`config.mk`:
```
export PLATFORM = sky130hd
export DESIGN_NAME = spi_byte_master
export DESIGN_NICKNAME = d
export VERILOG_FILES = /design/src/rtl/spi_byte_pkg.sv /design/src/rtl/spi_ctrl_regs.sv /design/src/rtl/spi_shift_engine.sv /design/src/rtl/spi_byte_master.sv
export SDC_FILE = /design/constraint.sdc
export NUM_CORES = 1
export LEC_CHECK = 0
export BUFFER_PORTS_ARGS = -buffer_cell sky130_fd_sc_hd__buf_4
export CAP_MARGIN = 20
export CORE_ASPECT_RATIO = 1.25
export CORE_MARGIN = 2
export CORE_UTILIZATION = 45
export CTS_CLUSTER_DIAMETER = 50
export DETAILED_ROUTE_END_ITERATION = 8
export PLACE_DENSITY = 0.68
export SYNTH_ARGS = -nofsm -noshare
export SYNTH_HDL_FRONTEND = slang
export SYNTH_SLANG_ARGS = --single-unit
```
`constraint.sdc`:
```
create_clock -name clk -period 2.8 [get_ports clk]
set_input_delay 0 -clock clk [delete_from_list [all_inputs] [get_ports clk]]
set_output_delay 0 -clock clk [all_outputs]
set_load 0.02 [all_outputs]
```
`src/rtl/spi_byte_pkg.sv`:
```
package spi_byte_pkg;
    localparam int REG_W     = 32;
    localparam int CTRL_OFS  = 0;
    localparam int DATA_OFS  = 4;
    localparam int START_BIT = 1;
    localparam int LOOP_BIT  = 3;
    localparam int CS_COUNT  = 3;
    localparam int DIVW      = 5;
    localparam int BYTEW     = 8;

    typedef struct packed {
        logic [DIVW-1:0]     div;
        logic                loop;
        logic [CS_COUNT-1:0] cs;
        logic [BYTEW-1:0]    data;
    } regs_t;
endpackage

```
`src/rtl/spi_ctrl_regs.sv`:
```
module spi_ctrl_regs
    import spi_byte_pkg::*;
#(
    parameter int ADDR_W = 4
) (
    input  logic                clk,
    input  logic                rst_n,
    input  logic                we,
    input  logic [ADDR_W-1:0]   addr,
    input  logic [REG_W-1:0]    wdata,
    input  logic                busy,
    input  logic                done,
    input  logic [BYTEW-1:0]    rx_byte,
    output logic                start,
    output logic [DIVW-1:0]     div,
    output logic                loop,
    output logic [CS_COUNT-1:0] cs,
    output logic [BYTEW-1:0]    tx_byte,
    output logic [REG_W-1:0]    rdata
);
    localparam int DIV_LSB = REG_W - DIVW;

    regs_t regs_d, regs_q;
    logic  sel_ctrl, sel_data, ctrl_wr;
    logic  unused_wbits;

    assign unused_wbits = ^wdata;
    assign sel_ctrl = (addr == ADDR_W'(CTRL_OFS));
    assign sel_data = (addr == ADDR_W'(DATA_OFS));
    // control writes only land while idle
    assign ctrl_wr  = we && sel_ctrl && !busy;

    always_comb begin
        regs_d = regs_q;
        start  = ctrl_wr && wdata[START_BIT];
        if (ctrl_wr) begin
            regs_d.div  = wdata[DIV_LSB +: DIVW];
            regs_d.loop = wdata[LOOP_BIT];
            for (int n = 0; n < CS_COUNT; n++) begin
                regs_d.cs[n] = wdata[2*n];
            end
        end
        if (we && sel_data) begin
            regs_d.data = wdata[BYTEW-1:0];
        end
        // completion wins over a same-cycle bus write
        if (done) begin
            regs_d.data = rx_byte;
        end
    end

    always_ff @(posedge clk or negedge rst_n) begin
        if (!rst_n) begin
            regs_q.div  <= '0;
            regs_q.loop <= 1'b0;
            regs_q.cs   <= '1;
            regs_q.data <= '0;
        end else begin
            regs_q <= regs_d;
        end
    end

    always_comb begin
        rdata = '0;
        if (sel_ctrl) begin
            rdata[DIV_LSB +: DIVW] = regs_q.div;
            rdata[LOOP_BIT]        = regs_q.loop;
            rdata[START_BIT]       = busy;
            for (int n = 0; n < CS_COUNT; n++) begin
                rdata[2*n] = regs_q.cs[n];
            end
        end else if (sel_data) begin
            rdata[BYTEW-1:0] = regs_q.data;
        end
    end

    assign div     = regs_q.div;
    assign loop    = regs_q.loop;
    assign cs      = regs_q.cs;
    assign tx_byte = regs_q.data;
endmodule

```
`src/rtl/spi_shift_engine.sv`:
```
module spi_shift_engine
    import spi_byte_pkg::*;
(
    input  logic             clk,
    input  logic             rst_n,
    input  logic             start,
    input  logic [DIVW-1:0]  div,
    input  logic             loop,
    input  logic [BYTEW-1:0] tx_byte,
    input  logic             miso,
    output logic             busy,
    output logic             done,
    output logic             sck,
    output logic             mosi,
    output logic [BYTEW-1:0] rx_byte
);
    localparam int EDGES  = 2 * BYTEW;
    localparam int CNT_W  = $clog2(EDGES);
    localparam logic [CNT_W-1:0] LAST_EDGE = CNT_W'(EDGES - 1);

    typedef struct packed {
        logic             busy;
        logic             sck;
        logic [DIVW-1:0]  half;
        logic [CNT_W-1:0] edges;
        logic [BYTEW-1:0] tx;
        logic [BYTEW-1:0] rx;
    } eng_t;

    eng_t eng_d, eng_q;
    logic in_bit;

    assign in_bit = loop ? eng_q.tx[BYTEW-1] : miso;

    always_comb begin
        eng_d = eng_q;
        done  = 1'b0;
        if (!eng_q.busy) begin
            if (start) begin
                eng_d.busy  = 1'b1;
                eng_d.sck   = 1'b0;
                eng_d.half  = '0;
                eng_d.edges = '0;
                eng_d.tx    = tx_byte;
            end
        end else if (eng_q.half == div) begin
            eng_d.half  = '0;
            eng_d.sck   = !eng_q.sck;
            eng_d.edges = eng_q.edges + 1'b1;
            if (!eng_q.sck) begin
                eng_d.rx = {eng_q.rx[BYTEW-2:0], in_bit};
            end else if (eng_q.edges == LAST_EDGE) begin
                eng_d.busy = 1'b0;
                eng_d.sck  = 1'b0;
                done       = 1'b1;
            end else begin
                eng_d.tx = {eng_q.tx[BYTEW-2:0], 1'b0};
            end
        end else begin
            eng_d.half = eng_q.half + 1'b1;
        end
    end

    always_ff @(posedge clk or negedge rst_n) begin
        if (!rst_n) begin
            eng_q <= '0;
        end else begin
            eng_q <= eng_d;
        end
    end

    assign busy    = eng_q.busy;
    assign sck     = eng_q.sck;
    assign mosi    = eng_q.busy & eng_q.tx[BYTEW-1];
    assign rx_byte = eng_q.rx;
endmodule

```
`src/rtl/spi_byte_master.sv`:
```
module spi_byte_master
    import spi_byte_pkg::*;
#(
    parameter int ADDR_W = 4,
    parameter int NUM_CS = CS_COUNT
) (
    input  logic              clk,
    input  logic              rst_n,
    input  logic              bus_we,
    input  logic [ADDR_W-1:0] bus_addr,
    input  logic [REG_W-1:0]  bus_wdata,
    output logic [REG_W-1:0]  bus_rdata,
    output logic              spi_sck,
    output logic              spi_mosi,
    input  logic              spi_miso,
    output logic [NUM_CS-1:0] spi_cs
);
    logic                start_req, xfer_busy, xfer_done, loop_en;
    logic [DIVW-1:0]     div_val;
    logic [CS_COUNT-1:0] cs_bits;
    logic [BYTEW-1:0]    tx_byte, rx_byte;

    spi_ctrl_regs #(.ADDR_W(ADDR_W)) u_regs (
        .clk     (clk),
        .rst_n   (rst_n),
        .we      (bus_we),
        .addr    (bus_addr),
        .wdata   (bus_wdata),
        .busy    (xfer_busy),
        .done    (xfer_done),
        .rx_byte (rx_byte),
        .start   (start_req),
        .div     (div_val),
        .loop    (loop_en),
        .cs      (cs_bits),
        .tx_byte (tx_byte),
        .rdata   (bus_rdata)
    );

    spi_shift_engine u_engine (
        .clk     (clk),
        .rst_n   (rst_n),
        .start   (start_req),
        .div     (div_val),
        .loop    (loop_en),
        .tx_byte (tx_byte),
        .miso    (spi_miso),
        .busy    (xfer_busy),
        .done    (xfer_done),
        .sck     (spi_sck),
        .mosi    (spi_mosi),
        .rx_byte (rx_byte)
    );

    for (genvar g = 0; g < NUM_CS; g++) begin : g_cs_pin
        assign spi_cs[g] = cs_bits[g];
    end
endmodule

```
==> results of run 1 <==
==> per-stage QoR <==
stage | worst slack (ps) | utilization | hold WS, ps | area (um^2)
after floorplan | 675.8 | - | -295.6 | 2491
after global placement | 536.4 | 0.5231 | 30.37 | 2695
after detailed placement | 518.2 | 0.5231 | 31.11 | 2695
after CTS | 512.7 | 0.5607 | 51.61 | 2889
after global routing | 381.6 | 0.5607 | 64.73 | 2889
final | 507.2 | 0.5607 | 57.98 | 2889
==> state kept, by name, indices dropped and copies added, names as in the netlist <==
register / flops
u_engine.sck: 1
u_regs.tx_byte: 8
u_regs.div: 5
u_engine.rx_byte: 8
u_engine.busy: 1
u_regs.loop: 1
u_engine.eng_q: 17
u_regs.cs: 3
==> worst max-delay path by stage <==
stage,from,end,slack [ps],depth (start not counted)
3_3_place_gp,u_engine.eng_q[22],u_engine.eng_q[11],540,4
4_1_cts,u_engine.eng_q[22],u_engine.eng_q[11],510,4
5_1_grt,u_engine.eng_q[23],u_regs.tx_byte[7],380,4
2_1_floorplan,u_engine.eng_q[22],u_engine.eng_q[10],680,6
6_report,u_engine.eng_q[22],u_engine.eng_q[11],510,4
3_5_place_dp,u_engine.eng_q[22],u_engine.eng_q[10],520,4
==> logic make-up after synthesis <==
family                     count (synthesis)  synth area share
buffers and inverters                     31           0.08363
DFF                                       44            0.4559
and+or+nand+nor                           39           0.09861
other                                      1          0.001547
AOI/OAI and AO/OA                         33            0.1074
xor gates and xnor gates                   8           0.02891
muxes                                     41            0.2137
adders and majority gates                  2           0.01032
==> layer usage <==
| metal | wire (um) | vias up |
|---|---|---|
| li1 | - | 792 |
| met1 | 2148 | 802 |
| met2 | 2400 | 56 |
| met3 | 240 | 6 |
| met4 | 72 | 0 |
| met5 | 0 | - |
==> power by group through the flow <==
stage | sequential, mW | combinational (mW) | clock, mW
after floorplan | 0.932 | 0.515 | 0
after global placement | 0.969 | 0.621 | 0
after detailed placement | 0.973 | 0.634 | 0
after CTS | 0.961 | 0.647 | 0.429
after global routing | 0.993 | 0.712 | 0.458
final | 0.962 | 0.642 | 0.416
==> repair_timing <==
action / 4_1_cts / 5_1_grt
hold buffers: 10 / 0
buffers inserted: 0 / 0
hold endpoints to repair: 50 / 0
==> worst max-delay path, delay by kind of cell (launching register included) <==
kind / cells / cell delay, ps
compound gates: 1 / 580
mux: 1 / 370
simple gates: 1 / 600
xor+xnor: 1 / 200
flops: 1 / 440
==> area by class of cell <==
class	instances	area [um^2]	area share
clock inverter	1	7.507	0.002599
timing repair buffer	51	407.9	0.1412
tap	62	77.57	0.02685
sequential	44	1105	0.3824
clock buffer	7	86.33	0.02988
inverter	4	15.01	0.005197
multi-input combinational	142	1190	0.4119
==> cells in the mapped netlist (3+ instances only) <==
cell / number
a21o_1: 3
a22o_1: 6
a32o_1: 6
and2_1: 10
buf_4: 19
clkbuf_1: 6
dfrtp_1: 41
dfstp_2: 3
inv_1: 4
mux2_2: 26
mux2_4: 15
nand2_1: 10
nand3_1: 7
o21ai_0: 6
xor2_1: 7
==> reports/results.txt, run 1 <==
Max-slew headroom - 0.5654
# setup viols final - 0
Post-CTS Resized - 0
WP data required - 2990 ps
Final Max Tran Viols - 0
Combinational Power Share - 0.318
reg2reg start - u_engine.eng_q[22]
switching power of the nets - 0.7157 mW
Nets - 290
post-synth top area cell - dfrtp_1
Critical-path top delay cell - or4_4
Pint - 1.304 mW
CTS root buffer - clkbuf_8
GR Overflow Total - 0
initial antenna violation count - 0
Fmax - 0.4361 GHz
type of origin of the critical path - flip-flop
MaxCap Viol Count - 0
H-tree levels - 2
Clk network pwr share - 0.206
Total GRT Usage - 0.1764
worst flop-to-flop path endpoint - u_engine.eng_q[11]
CTS tree - yes
starting DRC count in detailed routing - 96
Post-synth EDFFs - 0
status - complete, no violations
M1 GR Usage - 0.2296
worst path cell trace - xor2_1 > or4_4 > a221o_1 > mux2_4
Sink Count - 44
largest net degree at the start of global routing - 45
worst stage delay on the critical path - 600 ps
Synth Warn # - 0
routed wire length - 4.861 mm
share of the synthesized area in the top cell type - 0.4233
row cnt - 29
hold crit path type - input pin to flip-flop
post-synthesis cell count - 199
core area - 5152 um^2
RSZ-0062 raised after global routing - no
first-pass GRT wire length - 8.238 mm
VDD IR max - 508.5 uV
Mapped Area - 2424 um^2
CP Class - flip-flop to flip-flop
GR Util met2 - 0.2885
share of layout cells above drive strength 1 - 0.3936
IO buf count - 38
Initial Util - 0.4704
met3 usage - 0.03995
DP Cell Count - 293
clock latency on the worst-skew pair - 300 ps
Setup TNS - 0 ps
Die ar. - 5993 um^2
Seq pwr share - 0.476
#FFs+latches synth - 44
non-filler cells, final - 311
number of global-route vias before repair - 1607
Longest Clk Path Bufs - 2
TritonCTS Buffers - 5
most frequent cells in the layout - buf_4, dfrtp_1, mux2_2
Final Hold Viols - 0
Avg Inst Size Synth - 12.18 um^2
DR vias/cell - 5.325
Overall Power - 2.020 mW
sequential area share after synthesis - 0.4559
Die Y - 86.05 um
First-pass DRT Iterations - 4
Slew @ Worst Pin - 649.8 ps
HPWL Detailed - 3.375 mm
Die X - 69.64 um
Worst Hold Path Cells - 3
Synth cell types - 40
fraction of registers with async set/reset - 1.000
RD Place Congestion - 0.8089
worst r2r path cells - 4
total vias in the final route - 1656
Worst setup EP type - flip-flop
Layout area overhead - 19.20%
skew final - 5.050 ps
synth top area cells - dfrtp_1, mux2_2, mux2_4, buf_4, dfstp_2
Hold Startpoint - bus_wdata[7]
gr busiest metal - met2
worst-path maximum fanout - 8
Worst-path clk slew - 80 ps
Worst R2R Setup Slack - 510 ps
Cell Pwr Density - 699.1 nW/um^2
top_reg_cell synth - dfrtp_1
num ports - 77
filler cell count - 465
DRC viols - 0
Sw Ratio - 0.3543
fin crit share - 0.8189
drt wl/cell - 15.63 um
static leakage - 1.379 nW
Crit path arrival time - 2480 ps
antenna diode count - 0
Hold Path End - u_regs.tx_byte[7]
Min Clock Period, post-route - 2293 ps
Post-DRT Antenna Nets - 0
Power figures use the tool's default switching activity.
==> run 2: changes to the inputs <==
Clock period 2.8 ns to 2.37 ns, I/O delays scaled along.
==> reports/results.txt, run 2 (synthesis results as in run 1) <==
Slew @ Worst Pin - 620.1 ps (-29.70 ps)
CTS tree - yes
Largest Register - u_engine.eng_q
worst slack, placed - 181.6 ps (-336.6 ps)
Worst-path clk slew - 90 ps (about the same)
Die Y - 86.05 um (unchanged)
Sw Ratio - 0.3590 (+0.004607)
Post-DRT Antenna Nets - 0 (unchanged)
hold crit path type - input pin to flip-flop
starting DRC count in detailed routing - 112 (+17%)
Layout area overhead - 20.81%
DRC viols - 0 (unchanged)
fin crit share - 0.9261 (+0.1072)
CP Class - flip-flop to flip-flop
worst-path maximum fanout - 8 (unchanged)
num ports - 77 (unchanged)
MaxCap Viol Count - 0 (unchanged)
Crit path arrival time - 2380 ps (-100 ps)
commonest non-fill, non-tap cell in the layout - buf_4
First-pass DRT Iterations - 4 (unchanged)
TritonCTS Buffers - 5 (unchanged)
routed wire length - 4.929 mm (+1.4%)
Sink Count - 44 (unchanged)
share of layout cells above drive strength 1 - 0.4048 (+0.01119)
skew final - 3.205 ps (-1.845 ps)
largest net degree at the start of global routing - 45 (unchanged)
Cell Pwr Density - 830.1 nW/um^2 (+19%)
Total GRT Usage - 0.1816 (+0.005171)
hold_buf cts - 10 (unchanged)
Die ar. - 5993 um^2 (unchanged)
number of global-route vias before repair - 1754 (+9.1%)
Die X - 69.64 um (unchanged)
Max-slew headroom - 0.5854 (+0.01996)
RD Place Congestion - 0.7671 (-5.2%)
setup ws final - 175.2 ps (-332.0 ps)
# setup viols final - 0 (unchanged)
Seq pwr share - 0.469 (-0.007)
static leakage - 1.395 nW (+1.1%)
Largest register FFs - 17 (unchanged)
VDD IR max - 486.0 uV (-4.4%)
IO buf count - 38 (unchanged)
Post-CTS Resized - 0 (unchanged)
Final Hold Viols - 0 (unchanged)
Worst setup EP type - flip-flop
Nets - 293 (+1.0%)
initial antenna violation count - 0 (unchanged)
most frequent cells in the layout - buf_4, dfrtp_1, mux2_2
first-pass GRT wire length - 8.645 mm (+4.9%)
RSZ-0062 raised after global routing - no
DR vias/cell - 5.366 (+0.78%)
H-tree levels - 2 (unchanged)
type of origin of the critical path - flip-flop
CTS root buffer - clkbuf_8
status - complete, no violations
drt wl/cell - 15.70 um (+0.43%)
Pint - 1.558 mW (+19%)
Longest Clk Path Bufs - 2 (unchanged)
Final Max Tran Viols - 0 (unchanged)
GR Overflow Total - 0 (unchanged)
Setup TNS - 0 ps (unchanged)
total vias in the final route - 1685 (+1.8%)
Combinational Power Share - 0.323 (+0.005)
HPWL Detailed - 3.402 mm (+0.80%)
Setup Fix Bufs, Post-CTS - 0 (unchanged)
antenna diode count - 0 (unchanged)
clock latency on the worst-skew pair - 300 ps (about the same)
Worst R2R Setup Slack - 180 ps (-330 ps)
WP data required - 2560 ps (-430 ps)
Clk network pwr share - 0.208 (+0.002)
switching power of the nets - 0.8724 mW (+22%)
row cnt - 29 (unchanged)
core area - 5152 um^2 (unchanged)
Initial Util - 0.4704 (unchanged)
Fmax - 0.4556 GHz (+4.5%)
Min Clock Period, post-route - 2195 ps (-98.00 ps)
run 2: layout make-up:
type                       instances  area, um^2
timing repair buffer              54       442.9
inverter                           4       15.01
multi-input combinational        142        1190
sequential                        44        1105
clock inverter                     2       15.01
tap                               62       77.57
fill                             475        2225
clock buffer                       6       82.58
run 2: worst paths after layout:
| path | start | endpoint | depth (start not counted) |
|---|---|---|---|
| max in group asynchronous | rst_n | u_regs.cs[2] | 2 |
| max reg2reg | u_engine.eng_q[22] | u_engine.eng_q[9] | 4 |
| max | u_engine.eng_q[22] | u_engine.eng_q[9] | 4 |
| min in group asynchronous | rst_n | u_regs.div[4] | 2 |
| min reg2reg | u_engine.eng_q[8] | u_engine.eng_q[8] | 1 |
| min | bus_wdata[5] | u_regs.tx_byte[5] | 3 |
run 2: power by group through the flow:
stage / Sequential [mW] / Combinational (mW) / Clock, mW
global route: 1.18 / 0.876 / 0.543
detailed placement: 1.15 / 0.775 / 0
global placement: 1.14 / 0.756 / 0
floorplan: 1.10 / 0.608 / 0
CTS: 1.14 / 0.790 / 0.509
finish: 1.14 / 0.786 / 0.505
run 2: critical path, cell delays in order, from the launching register on:
cell,delay [ps]
dfrtp_1,440
xor2_1,190
or4_4,540
a221o_1,550
mux2_4,360
run 2: routing by layer:
metal	global-route usage	vias up	part of all wire
met5	0	-	0
met4	0.06818	0	0.021
met3	0.03408	9	0.043
met2	0.3042	58	0.49
met1	0.2356	826	0.44
li1	-	792	-
run 2: per-stage QoR:
| stage | power (mW) | instance area [um^2] | util | cells | hold slack [ps] |
|---|---|---|---|---|---|
| 2_1_floorplan | 1.710 | 2491 | - | 217 | -295.6 |
| 3_3_place_gp | 1.900 | 2730 | 0.5299 | 296 | 29.09 |
| 3_5_place_dp | 1.925 | 2730 | 0.5299 | 296 | 29.73 |
| 4_1_cts | 2.436 | 2928 | 0.5682 | 314 | 57.16 |
| 5_1_grt | 2.594 | 2928 | 0.5682 | 314 | 66.61 |
| 6_report | 2.430 | 2928 | 0.5682 | 314 | 58.56 |
==> run 3: changes to the inputs <==
Settings changed: BUFFER_PORTS_ARGS -buffer_cell sky130_fd_sc_hd__buf_4 to -buffer_cell sky130_fd_sc_hd__buf_2, CORE_MARGIN 2 to not set.
==> reports/results.txt, run 3 (synthesis results as in run 1) <==
status - complete, no violations
post-route cell area - 2849 um^2 (-2.7%)
Cell Pwr Density - 887.0 nW/um^2 (+6.9%)
sum of buffers and inverters on the critical path - 0 (unchanged)
Total GRT Usage - 0.1946 (+0.01302)
worst stage delay on the critical path - 560 ps (about the same)
static leakage - 1.395 nW (about the same)
total vias in the final route - 1668 (-1.0%)
Longest Clk Path Bufs - 2 (unchanged)
Min Clock Period, post-route - 2213 ps (+18.32 ps)
Die X - 67.64 um (-2.9%)
Worst Hold Path Cells - 3 (unchanged)
most frequent cells in the layout - dfrtp_1, buf_2, mux2_2
MaxCap Viol Count - 0 (unchanged)
Critical-path top delay cell - a221o_1
Die ar. - 5685 um^2 (-5.1%)
row cnt - 29 (unchanged)
Crit path arrival time - 2400 ps (+20 ps)
Worst-path clk slew - 80 ps (about the same)
first-pass GRT wire length - 8.204 mm (-5.1%)
skew final - 7.201 ps (+3.996 ps)
worst path cell trace - xor2_1 > or4_4 > a221o_1 > mux2_4
drt wl/cell - 15.28 um (-2.6%)
DR vias/cell - 5.312 (-1.0%)
First-pass DRT Iterations - 4 (unchanged)
worst-path maximum fanout - 8 (unchanged)
fin crit share - 0.9338 (+0.007730)
placed inst area - 2623 um^2 (-3.9%)
Worst R2R Setup Slack - 160 ps (-20 ps)
TritonCTS Buffers - 5 (unchanged)
Worst setup EP type - flip-flop
share of layout cells above drive strength 1 - 0.4048 (unchanged)
commonest non-fill, non-tap cell in the layout - dfrtp_1
Die Y - 84.05 um (-2.3%)
CTS root buffer - clkbuf_8
Hold Path End - u_regs.tx_byte[7]
initial antenna violation count - 0 (unchanged)
routed wire length - 4.799 mm (-2.6%)
crit-path leading delay family - compound AO/OA/AOI/OAI gates
type of origin of the critical path - flip-flop
GR Overflow Total - 0 (unchanged)
num ports - 77 (unchanged)
core area - 5116 um^2 (-0.70%)
# setup viols final - 0 (unchanged)
Fmax - 0.4519 GHz (-0.83%)
HPWL Detailed - 3.296 mm (-3.1%)
hold crit path type - input pin to flip-flop
Hold Startpoint - bus_wdata[7]
WP data required - 2560 ps (about the same)
Largest Register - u_engine.eng_q
RSZ-0062 raised after global routing - no
Max-slew headroom - 0.3620 (-0.2233)
Initial Util - 0.4737 (+0.003336)
RD Place Congestion - 0.7753 (+1.1%)
DRC viols - 0 (unchanged)
Final Max Tran Viols - 0 (unchanged)
Nets - 293 (unchanged)
Final Hold Viols - 0 (unchanged)
starting DRC count in detailed routing - 75 (-33%)
worst flop-to-flop path endpoint - u_engine.eng_q[11]
CP Class - flip-flop to flip-flop
Sink Count - 44 (unchanged)
clock latency on the worst-skew pair - 300 ps (about the same)
IO buf count - 38 (unchanged)
antenna diode count - 0 (unchanged)
Largest register FFs - 17 (unchanged)
Slew @ Worst Pin - 957.0 ps (+336.9 ps)
Setup TNS - 0 ps (unchanged)
reg2reg start - u_engine.eng_q[22]
VDD IR max - 599.6 uV (+23%)
worst r2r path cells - 4 (unchanged)
Post-DRT Antenna Nets - 0 (unchanged)
H-tree levels - 2 (unchanged)
Layout area overhead - 17.55%
largest net degree at the start of global routing - 45 (unchanged)
number of global-route vias before repair - 1602 (-8.7%)
CTS tree - yes
[run 3: cell count changes in the layout (fill, tap and decap cells not counted)]
cell        before  now
buf_2            0   38
bufinv_16        0    1
buf_4           43    6
buf_12           1    0
clkbuf_8         6    7
clkinvlp_4       2    0
[run 3: worst max-delay path by stage]
stage,end,cells after the start,startpoint
after floorplan,u_engine.eng_q[10],6,u_engine.eng_q[22]
after global placement,u_engine.eng_q[10],4,u_engine.eng_q[22]
after detailed placement,u_engine.eng_q[10],4,u_engine.eng_q[22]
after CTS,u_engine.eng_q[10],4,u_engine.eng_q[22]
after global routing,u_regs.tx_byte[0],4,u_engine.eng_q[23]
final,u_engine.eng_q[11],4,u_engine.eng_q[22]
[run 3: where the power goes]
group          switching, mW  total (mW)  internal [mW]
registers              0.199        1.14          0.938
logic                  0.395       0.761          0.366
clock network          0.257       0.629          0.372
total                  0.850        2.53           1.68
[run 3: metrics by stage]
step	total power, mW	std cells	hold slack (ps)	util	setup WS (ps)
after global routing	2.692	314	62.38	0.5569	53.88
after detailed placement	1.905	296	212.9	0.5126	170.5
after global placement	1.882	296	212.5	0.5126	177.8
after floorplan	1.710	217	-295.6	-	245.8
final	2.527	314	53.60	0.5569	156.9
after CTS	2.558	314	48.36	0.5569	156.2
[run 3: layer usage]
layer	GRT usage	share of wire
met2	0.3042	0.52
met3	0.03689	0.035
met4	0.06383	0.014
met5	0	0
met1	0.2655	0.43
[run 3: worst min-delay path: stages]
cell and delay, ps:
buf_2 70, mux2_2 120, mux2_2 130
[run 3: area by class of cell]
cell class	count	area (um^2)
multi-input cells	142	1190
inverters	4	15.01
clock inverters	1	30.03
clock buffers	7	96.34
flip-flops and latches	44	1105
fillers	451	2267
repair buffers	54	335.3
well taps	62	77.57
[run 3: timing repair]
| item | CTS | global route |
|---|---|---|
| buffers inserted | 0 | 0 |
| endpoints found under the setup margin | 0 | 0 |
| hold buffers | 10 | 0 |
| resized for setup | 0 | 0 |
| endpoints found under the hold margin | 50 | 0 |
